## config.mk

```make
export PLATFORM = sky130hd
export DESIGN_NAME = sentry_jump_unit
export DESIGN_NICKNAME = d
export VERILOG_FILES = /design/src/rtl/sjp_pkg.sv /design/src/rtl/sjp_target_check.sv /design/src/rtl/sjp_ie_next.sv /design/src/rtl/sjp_link_gen.sv /design/src/rtl/sentry_jump_unit.sv
export SDC_FILE = /design/constraint.sdc
export NUM_CORES = 1
export LEC_CHECK = 0
export BUFFER_PORTS_ARGS = -buffer_cell sky130_fd_sc_hd__buf_4
export CORE_MARGIN = 2
export CORE_UTILIZATION = 30
export DETAILED_ROUTE_END_ITERATION = 8
export RECOVER_POWER = 100
export SYNTH_ARGS = -nofsm -noshare
export SYNTH_HDL_FRONTEND = slang
export SYNTH_SLANG_ARGS = --single-unit
```

## constraint.sdc

```tcl
create_clock -name clk -period 2.7 [get_ports clk]
set_input_delay 0.135 -clock clk [delete_from_list [all_inputs] [get_ports clk]]
set_output_delay 0.135 -clock clk [all_outputs]
set_load 0.02 [all_outputs]
```

## src/rtl/sjp_pkg.sv

```systemverilog
// Shared encodings for the sentry jump unit.
// Assumes a 3-bit object-type field and a 2-bit fault cause.
package sjp_pkg;

    typedef enum logic [2:0] {
        OT_UNSEALED   = 3'd0,
        OT_ENTRY_KEEP = 3'd1,
        OT_ENTRY_OFF  = 3'd2,
        OT_ENTRY_ON   = 3'd3
    } otype_e;

    typedef enum logic [1:0] {
        FC_NONE = 2'd0,
        FC_TAG  = 2'd1,
        FC_SEAL = 2'd2,
        FC_PERM = 2'd3
    } fault_cause_e;

    typedef enum logic [1:0] {
        POST_KEEP = 2'd0,
        POST_OFF  = 2'd1,
        POST_ON   = 2'd2
    } posture_e;

endpackage

```

## src/rtl/sjp_target_check.sv

```systemverilog
// Classifies a jump target: fault cause (tag over seal over permission)
// and the interrupt posture a legal target applies. Purely combinational.
module sjp_target_check
    import sjp_pkg::*;
#(
    parameter int PERM_W   = 6,
    parameter int EXEC_BIT = 1
) (
    input  logic              tag,
    input  logic [PERM_W-1:0] perm,
    input  logic [2:0]        otype,
    output fault_cause_e      cause,
    output posture_e          posture
);
    localparam logic [PERM_W-1:0] EXEC_MASK = PERM_W'(1) << EXEC_BIT;

    logic exec_ok;
    logic entry_ok;

    // Decode execute right and whether the object type can be entered.
    always_comb begin
        exec_ok  = |(perm & EXEC_MASK);
        entry_ok = (otype[2] == 1'b0);
    end

    // Prioritised fault cause.
    always_comb begin
        if (!tag)           cause = FC_TAG;
        else if (!entry_ok) cause = FC_SEAL;
        else if (!exec_ok)  cause = FC_PERM;
        else                cause = FC_NONE;
    end

    // Posture carried by the object type; unsealed and inheriting keep state.
    always_comb begin
        unique case (otype)
            OT_ENTRY_OFF: posture = POST_OFF;
            OT_ENTRY_ON:  posture = POST_ON;
            default:      posture = POST_KEEP;
        endcase
    end
endmodule

```

## src/rtl/sjp_ie_next.sv

```systemverilog
// Next value of the global interrupt enable for an accepted jump.
// Assumes the caller gates it with the accept condition.
module sjp_ie_next
    import sjp_pkg::*;
(
    input  posture_e posture,
    input  logic     ie_cur,
    output logic     ie_nxt
);
    // Apply the posture to the current flag.
    always_comb begin
        unique case (posture)
            POST_OFF: ie_nxt = 1'b0;
            POST_ON:  ie_nxt = 1'b1;
            default:  ie_nxt = ie_cur;
        endcase
    end
endmodule

```

## src/rtl/sjp_link_gen.sv

```systemverilog
// Builds the return capability for jump-and-link: a tagged sentry whose
// posture matches the interrupt flag before the jump.
module sjp_link_gen
    import sjp_pkg::*;
#(
    parameter int ADDR_W     = 32,
    parameter int PERM_W     = 6,
    parameter int INSN_BYTES = 4
) (
    input  logic [ADDR_W-1:0] pc_cur,
    input  logic              ie_cur,
    input  logic [PERM_W-1:0] perm_cur,
    output logic              tag,
    output logic [PERM_W-1:0] perm,
    output logic [2:0]        otype,
    output logic [ADDR_W-1:0] addr
);
    localparam logic [ADDR_W-1:0] STEP = ADDR_W'(INSN_BYTES);

    // Compose the sealed return entry.
    always_comb begin
        tag   = 1'b1;
        perm  = perm_cur;
        otype = ie_cur ? 3'(OT_ENTRY_ON) : 3'(OT_ENTRY_OFF);
        addr  = pc_cur + STEP;
    end
endmodule

```

## src/rtl/sentry_jump_unit.sv

```systemverilog
// Indirect jump unit for a capability core. It validates the target,
// unseals sentries, applies their interrupt posture at the PC-update edge,
// and emits the return capability for jump-and-link.
// Assumes one jump request per cycle at most; synchronous active-low reset.
module sentry_jump_unit
    import sjp_pkg::*;
#(
    parameter int              ADDR_W     = 32,
    parameter int              PERM_W     = 6,
    parameter int              EXEC_BIT   = 1,
    parameter int              INSN_BYTES = 4,
    parameter logic [ADDR_W-1:0] RESET_PC = '0
) (
    input  logic              clk,
    input  logic              rst_n,
    input  logic              jmp_valid,
    input  logic              jmp_link,
    input  logic              tgt_tag,
    input  logic [PERM_W-1:0] tgt_perm,
    input  logic [2:0]        tgt_otype,
    input  logic [ADDR_W-1:0] tgt_addr,
    input  logic [PERM_W-1:0] cur_perm,
    output logic [ADDR_W-1:0] pc,
    output logic              irq_en,
    output logic              fault,
    output logic [1:0]        fault_cause,
    output logic              link_we,
    output logic              link_tag,
    output logic [PERM_W-1:0] link_perm,
    output logic [2:0]        link_otype,
    output logic [ADDR_W-1:0] link_addr
);
    fault_cause_e      cause;
    posture_e          posture;
    logic              ie_nxt;
    logic              accept;
    logic              reject;
    logic              l_tag;
    logic [PERM_W-1:0] l_perm;
    logic [2:0]        l_otype;
    logic [ADDR_W-1:0] l_addr;

    sjp_target_check #(.PERM_W(PERM_W), .EXEC_BIT(EXEC_BIT)) u_check (
        .tag     (tgt_tag),
        .perm    (tgt_perm),
        .otype   (tgt_otype),
        .cause   (cause),
        .posture (posture)
    );

    sjp_ie_next u_ie (
        .posture (posture),
        .ie_cur  (irq_en),
        .ie_nxt  (ie_nxt)
    );

    sjp_link_gen #(.ADDR_W(ADDR_W), .PERM_W(PERM_W), .INSN_BYTES(INSN_BYTES)) u_link (
        .pc_cur   (pc),
        .ie_cur   (irq_en),
        .perm_cur (cur_perm),
        .tag      (l_tag),
        .perm     (l_perm),
        .otype    (l_otype),
        .addr     (l_addr)
    );

    // Split the request into accepted and rejected jumps.
    always_comb begin
        accept = jmp_valid && (cause == FC_NONE);
        reject = jmp_valid && (cause != FC_NONE);
    end

    // PC and interrupt flag move together so the new posture covers the target.
    always_ff @(posedge clk) begin
        if (!rst_n) begin
            pc     <= RESET_PC;
            irq_en <= 1'b0;
        end else if (accept) begin
            pc     <= tgt_addr;
            irq_en <= ie_nxt;
        end
    end

    // One-cycle fault pulse with its cause.
    always_ff @(posedge clk) begin
        if (!rst_n) begin
            fault       <= 1'b0;
            fault_cause <= 2'd0;
        end else begin
            fault       <= reject;
            fault_cause <= reject ? 2'(cause) : 2'd0;
        end
    end

    // Link register write strobe and captured return capability.
    always_ff @(posedge clk) begin
        if (!rst_n) begin
            link_we    <= 1'b0;
            link_tag   <= 1'b0;
            link_perm  <= '0;
            link_otype <= 3'd0;
            link_addr  <= '0;
        end else begin
            link_we <= accept && jmp_link;
            if (accept && jmp_link) begin
                link_tag   <= l_tag;
                link_perm  <= l_perm;
                link_otype <= l_otype;
                link_addr  <= l_addr;
            end
        end
    end


    fault_keeps_pc_chk: assert property (@(posedge clk) disable iff (!rst_n)
        fault |-> ($stable(pc) && $stable(irq_en)));


    fault_no_link_chk: assert property (@(posedge clk) disable iff (!rst_n)
        $onehot0({fault, link_we}));


    link_posture_chk: assert property (@(posedge clk) disable iff (!rst_n)
        link_we |-> (link_otype == ($past(irq_en) ? 3'd3 : 3'd2)));


    link_tagged_chk: assert property (@(posedge clk) disable iff (!rst_n)
        link_we |-> (link_tag && (link_addr == $past(pc) + ADDR_W'(INSN_BYTES))));


    idle_quiet_chk: assert property (@(posedge clk) disable iff (!rst_n)
        (rst_n && $past(rst_n) && !$past(jmp_valid)) |-> (!fault && !link_we && $stable(pc)));


    cause_zero_chk: assert property (@(posedge clk) disable iff (!rst_n)
        (fault_cause != 2'd0) |-> fault);
endmodule

```

==> flow_metrics.env <==
export IMPL_cts_buffers=9
export IMPL_overflow=0
export IMPL_period_needed_ps=2410
export IMPL_grt_usage=0.168
export IMPL_die_y_microns=109
export IMPL_path_delay_family="simple AND/OR/NAND/NOR gates"
export IMPL_drt_total_wl_microns=9780
export IMPL_relSlewSlack=-0.112
export IMPL_grt_max_degree=55
export IMPL_peakVddDrop_mv=0.271
export IMPL_firstDrtPassIters=5
export IMPL_drt_iter0_drc=132
export IMPL_final_util=0.391
export IMPL_synth_edf_count=0
export IMPL_cp_slowest_stage_delay_ps=660
export IMPL_fin_skew_ps=8.33
export IMPL_h_tree_depth=3
export IMPL_grt_setup_unrepaired="no"
export IMPL_multi_input_area_sq_um=1580
export IMPL_fin_ws_ps=293
export IMPL_clock_sinks=77
export IMPL_grt_pass1_wl_microns=15400
export IMPL_status="finished, violations left"
export IMPL_finalHoldViolCount=0
export IMPL_drive_above_1_share=0.139
export IMPL_synth_area_leaders="dfxtp_1, nand2_1, a21oi_1, o21ai_0, a211oi_1"
export IMPL_fin_area_sq_um=4210
export IMPL_cap_violations=1
export IMPL_ios=131
export IMPL_synth_common_cells="nand2_1, dfxtp_1, a21oi_1"
export IMPL_critical_path_slowest_cell="or4_4"
export IMPL_grt_use_met2=0.271
export IMPL_synth_cells=409
export IMPL_dp_cells=648
export IMPL_path_buf_inv=0
export IMPL_area_delta_synth_final_pct=28.3
export IMPL_setup_violations=0
export IMPL_ys_flop_type="dfxtp_1"
export IMPL_synth_seq_cells=77
export IMPL_nFillCells=1212
export IMPL_synth_top_cell_by_area="dfxtp_1"
export IMPL_async_flop_share=0
export IMPL_worst_pin_slew_ps=1670
export IMPL_drc_errors=0
export IMPL_criticalPathCategory="reg2reg"
export IMPL_grtUsageMet3=0.0561
export IMPL_initial_utilization=0.305
export IMPL_synth_most_common_cell="nand2_1"
export IMPL_min_period_over_period=0.892
export IMPL_cp_cell_sequence="ha_1 -> nand4_1 -> or4_4 -> or4_1 -> a31oi_1"
export IMPL_violations="max-capacitance violations, max-slew violations"
export IMPL_path_clk_slew_ps=90
export IMPL_powerDensity_nw_per_um2=533
export IMPL_wire_per_inst_microns=14.7
export IMPL_placed_area_sq_um=4300
export IMPL_grt_pass1_vias=3146
export IMPL_maxSlewViolCount=35
export IMPL_die_x_microns=109
export IMPL_diodes=0
export IMPL_vias=3260
export IMPL_place_ws_ps=405
export IMPL_p_leak_nw=1.38
export IMPL_critPathLaunchType="flop"
export IMPL_post_synth_top_area_fraction=0.470
export IMPL_syn_avg_cell_area_sq_um=8.01
export IMPL_ant_nets=0
export IMPL_yosysSeqAreaShare=0.470
export IMPL_setup_tns_ps=0
export IMPL_coreArea_sq_um=10700
export IMPL_via_per_inst=4.90
export IMPL_synth_fp_nets=463
export IMPL_worstPathMaxFanout=12
export IMPL_crit_required_ps=2980
export IMPL_top_usage_layer="met2"
export IMPL_seq_area_sq_um=1540
export IMPL_clockBufferDepth=2
export IMPL_fin_cells=665
export IMPL_antenna_found_initial=0
export IMPL_fmax_ghz=0.415
export IMPL_die_area_sq_um=11800
export IMPL_rows=38
export IMPL_ys_types=41
export IMPL_yosysWarnings=0
export IMPL_cts_root_buf="clkbuf_8"
export IMPL_clk_insertion_delay_late_ps=350
export IMPL_io_buffers=124
export IMPL_hpwl_microns=6720
export IMPL_syn_area_sq_um=3280
export IMPL_hold_path_class="in2reg"
export IMPL_use_met1=0.214
export IMPL_worst_ep_arrival_time_ps=2690
export IMPL_finalNetCount=574
export IMPL_cp_end_kind="flop"
export IMPL_gp_congestion=0.757
export IMPL_cts_tree="yes"
==> metal layers <==
layer | routed length [microns] | up-vias
met4 | 74 | 0
met3 | 707 | 10
met2 | 4350 | 94
met5 | 0 | -
met1 | 4650 | 1504
li1 | - | 1652
==> final timing paths <==
| kind | start | to | slack (ps) | cells past startpoint |
|---|---|---|---|---|
| worst max-delay path | pc[2] | link_addr[26] | 290 | 5 |
| worst min-delay path | tgt_addr[20] | pc[20] | 20 | 3 |
| worst max register to register | pc[2] | link_addr[26] | 290 | 5 |
| worst min register to register | link_perm[0] | link_perm[0] | 460 | 2 |
==> through the flow <==
stage	hold WS [ps]	power, mW
after floorplan	224	1.29
after global placement	345	1.40
after detailed placement	358	1.41
after CTS	14.3	2.29
after global routing	14.6	2.34
final	24.9	2.24
==> where the power goes <==
part | total (mW) | internal (mW) | switching, mW
sequential | 1.18 | 1.16 | 0.0230
combinational | 0.177 | 0.0746 | 0.102
clock | 0.883 | 0.449 | 0.434
total | 2.24 | 1.68 | 0.560
==> layout by cell type, fill, tap and decap left out, types with 5 or more instances in the layout <==
cell	instances
inv_1	5
clkbuf_1	80
or3_1	5
nor3_1	7
clkbuf_8	10
and3_1	5
nand4_1	8
a31oi_1	9
buf_4	48
xnor2_1	11
a21oi_1	49
nand3_1	10
nand2_1	95
dfxtp_1	77
o21ai_0	24
nor2_1	21
a211oi_1	14
==> logic make-up (layout without fill, tap and decap cells) <==
| logic type | after synthesis | after routing | share of synthesized area |
|---|---|---|---|
| other cells | 1 | 1 | 0.00114 |
| buf+inv | 36 | 152 | 0.0493 |
| flops | 77 | 77 | 0.470 |
| xor+xnor | 13 | 13 | 0.0347 |
| simple gates | 174 | 174 | 0.250 |
| fa+ha+maj | 2 | 2 | 0.00764 |
| compound gates | 106 | 106 | 0.186 |
==> registers in the layout, summed over array words and instances (netlist names) <==
signal,count
link_tag,1
link_we,1
pc,32
link_otype,1
link_addr,32
link_perm,6
fault,1
irq_en,1
fault_cause,2
==> worst register-to-register path: stages, from the launching register on <==
cell and delay [ps]:
dfxtp_1 450, ha_1 250, nand4_1 300, or4_4 660
or4_1 530, a31oi_1 160
==> repair_timing <==
action / CTS / global route
endpoints found under the hold margin: 1 / 0
resized for setup: 0 / 0
endpoints found under the setup margin: 0 / 0
setup buffers: 0 / 0
hold buffers: 1 / 0
==> area by class of cell <==
class                           instances  share of cell area
Clock inverter                          6              0.0149
Sequential cell                        77               0.367
Timing Repair Buffer                  130               0.164
Multi-Input combinational cell        296               0.375
Clock buffer                           10              0.0327
Inverter                                6             0.00536
Tap cell                              140              0.0417
Note: power is estimated with default switching activity, not from simulation.
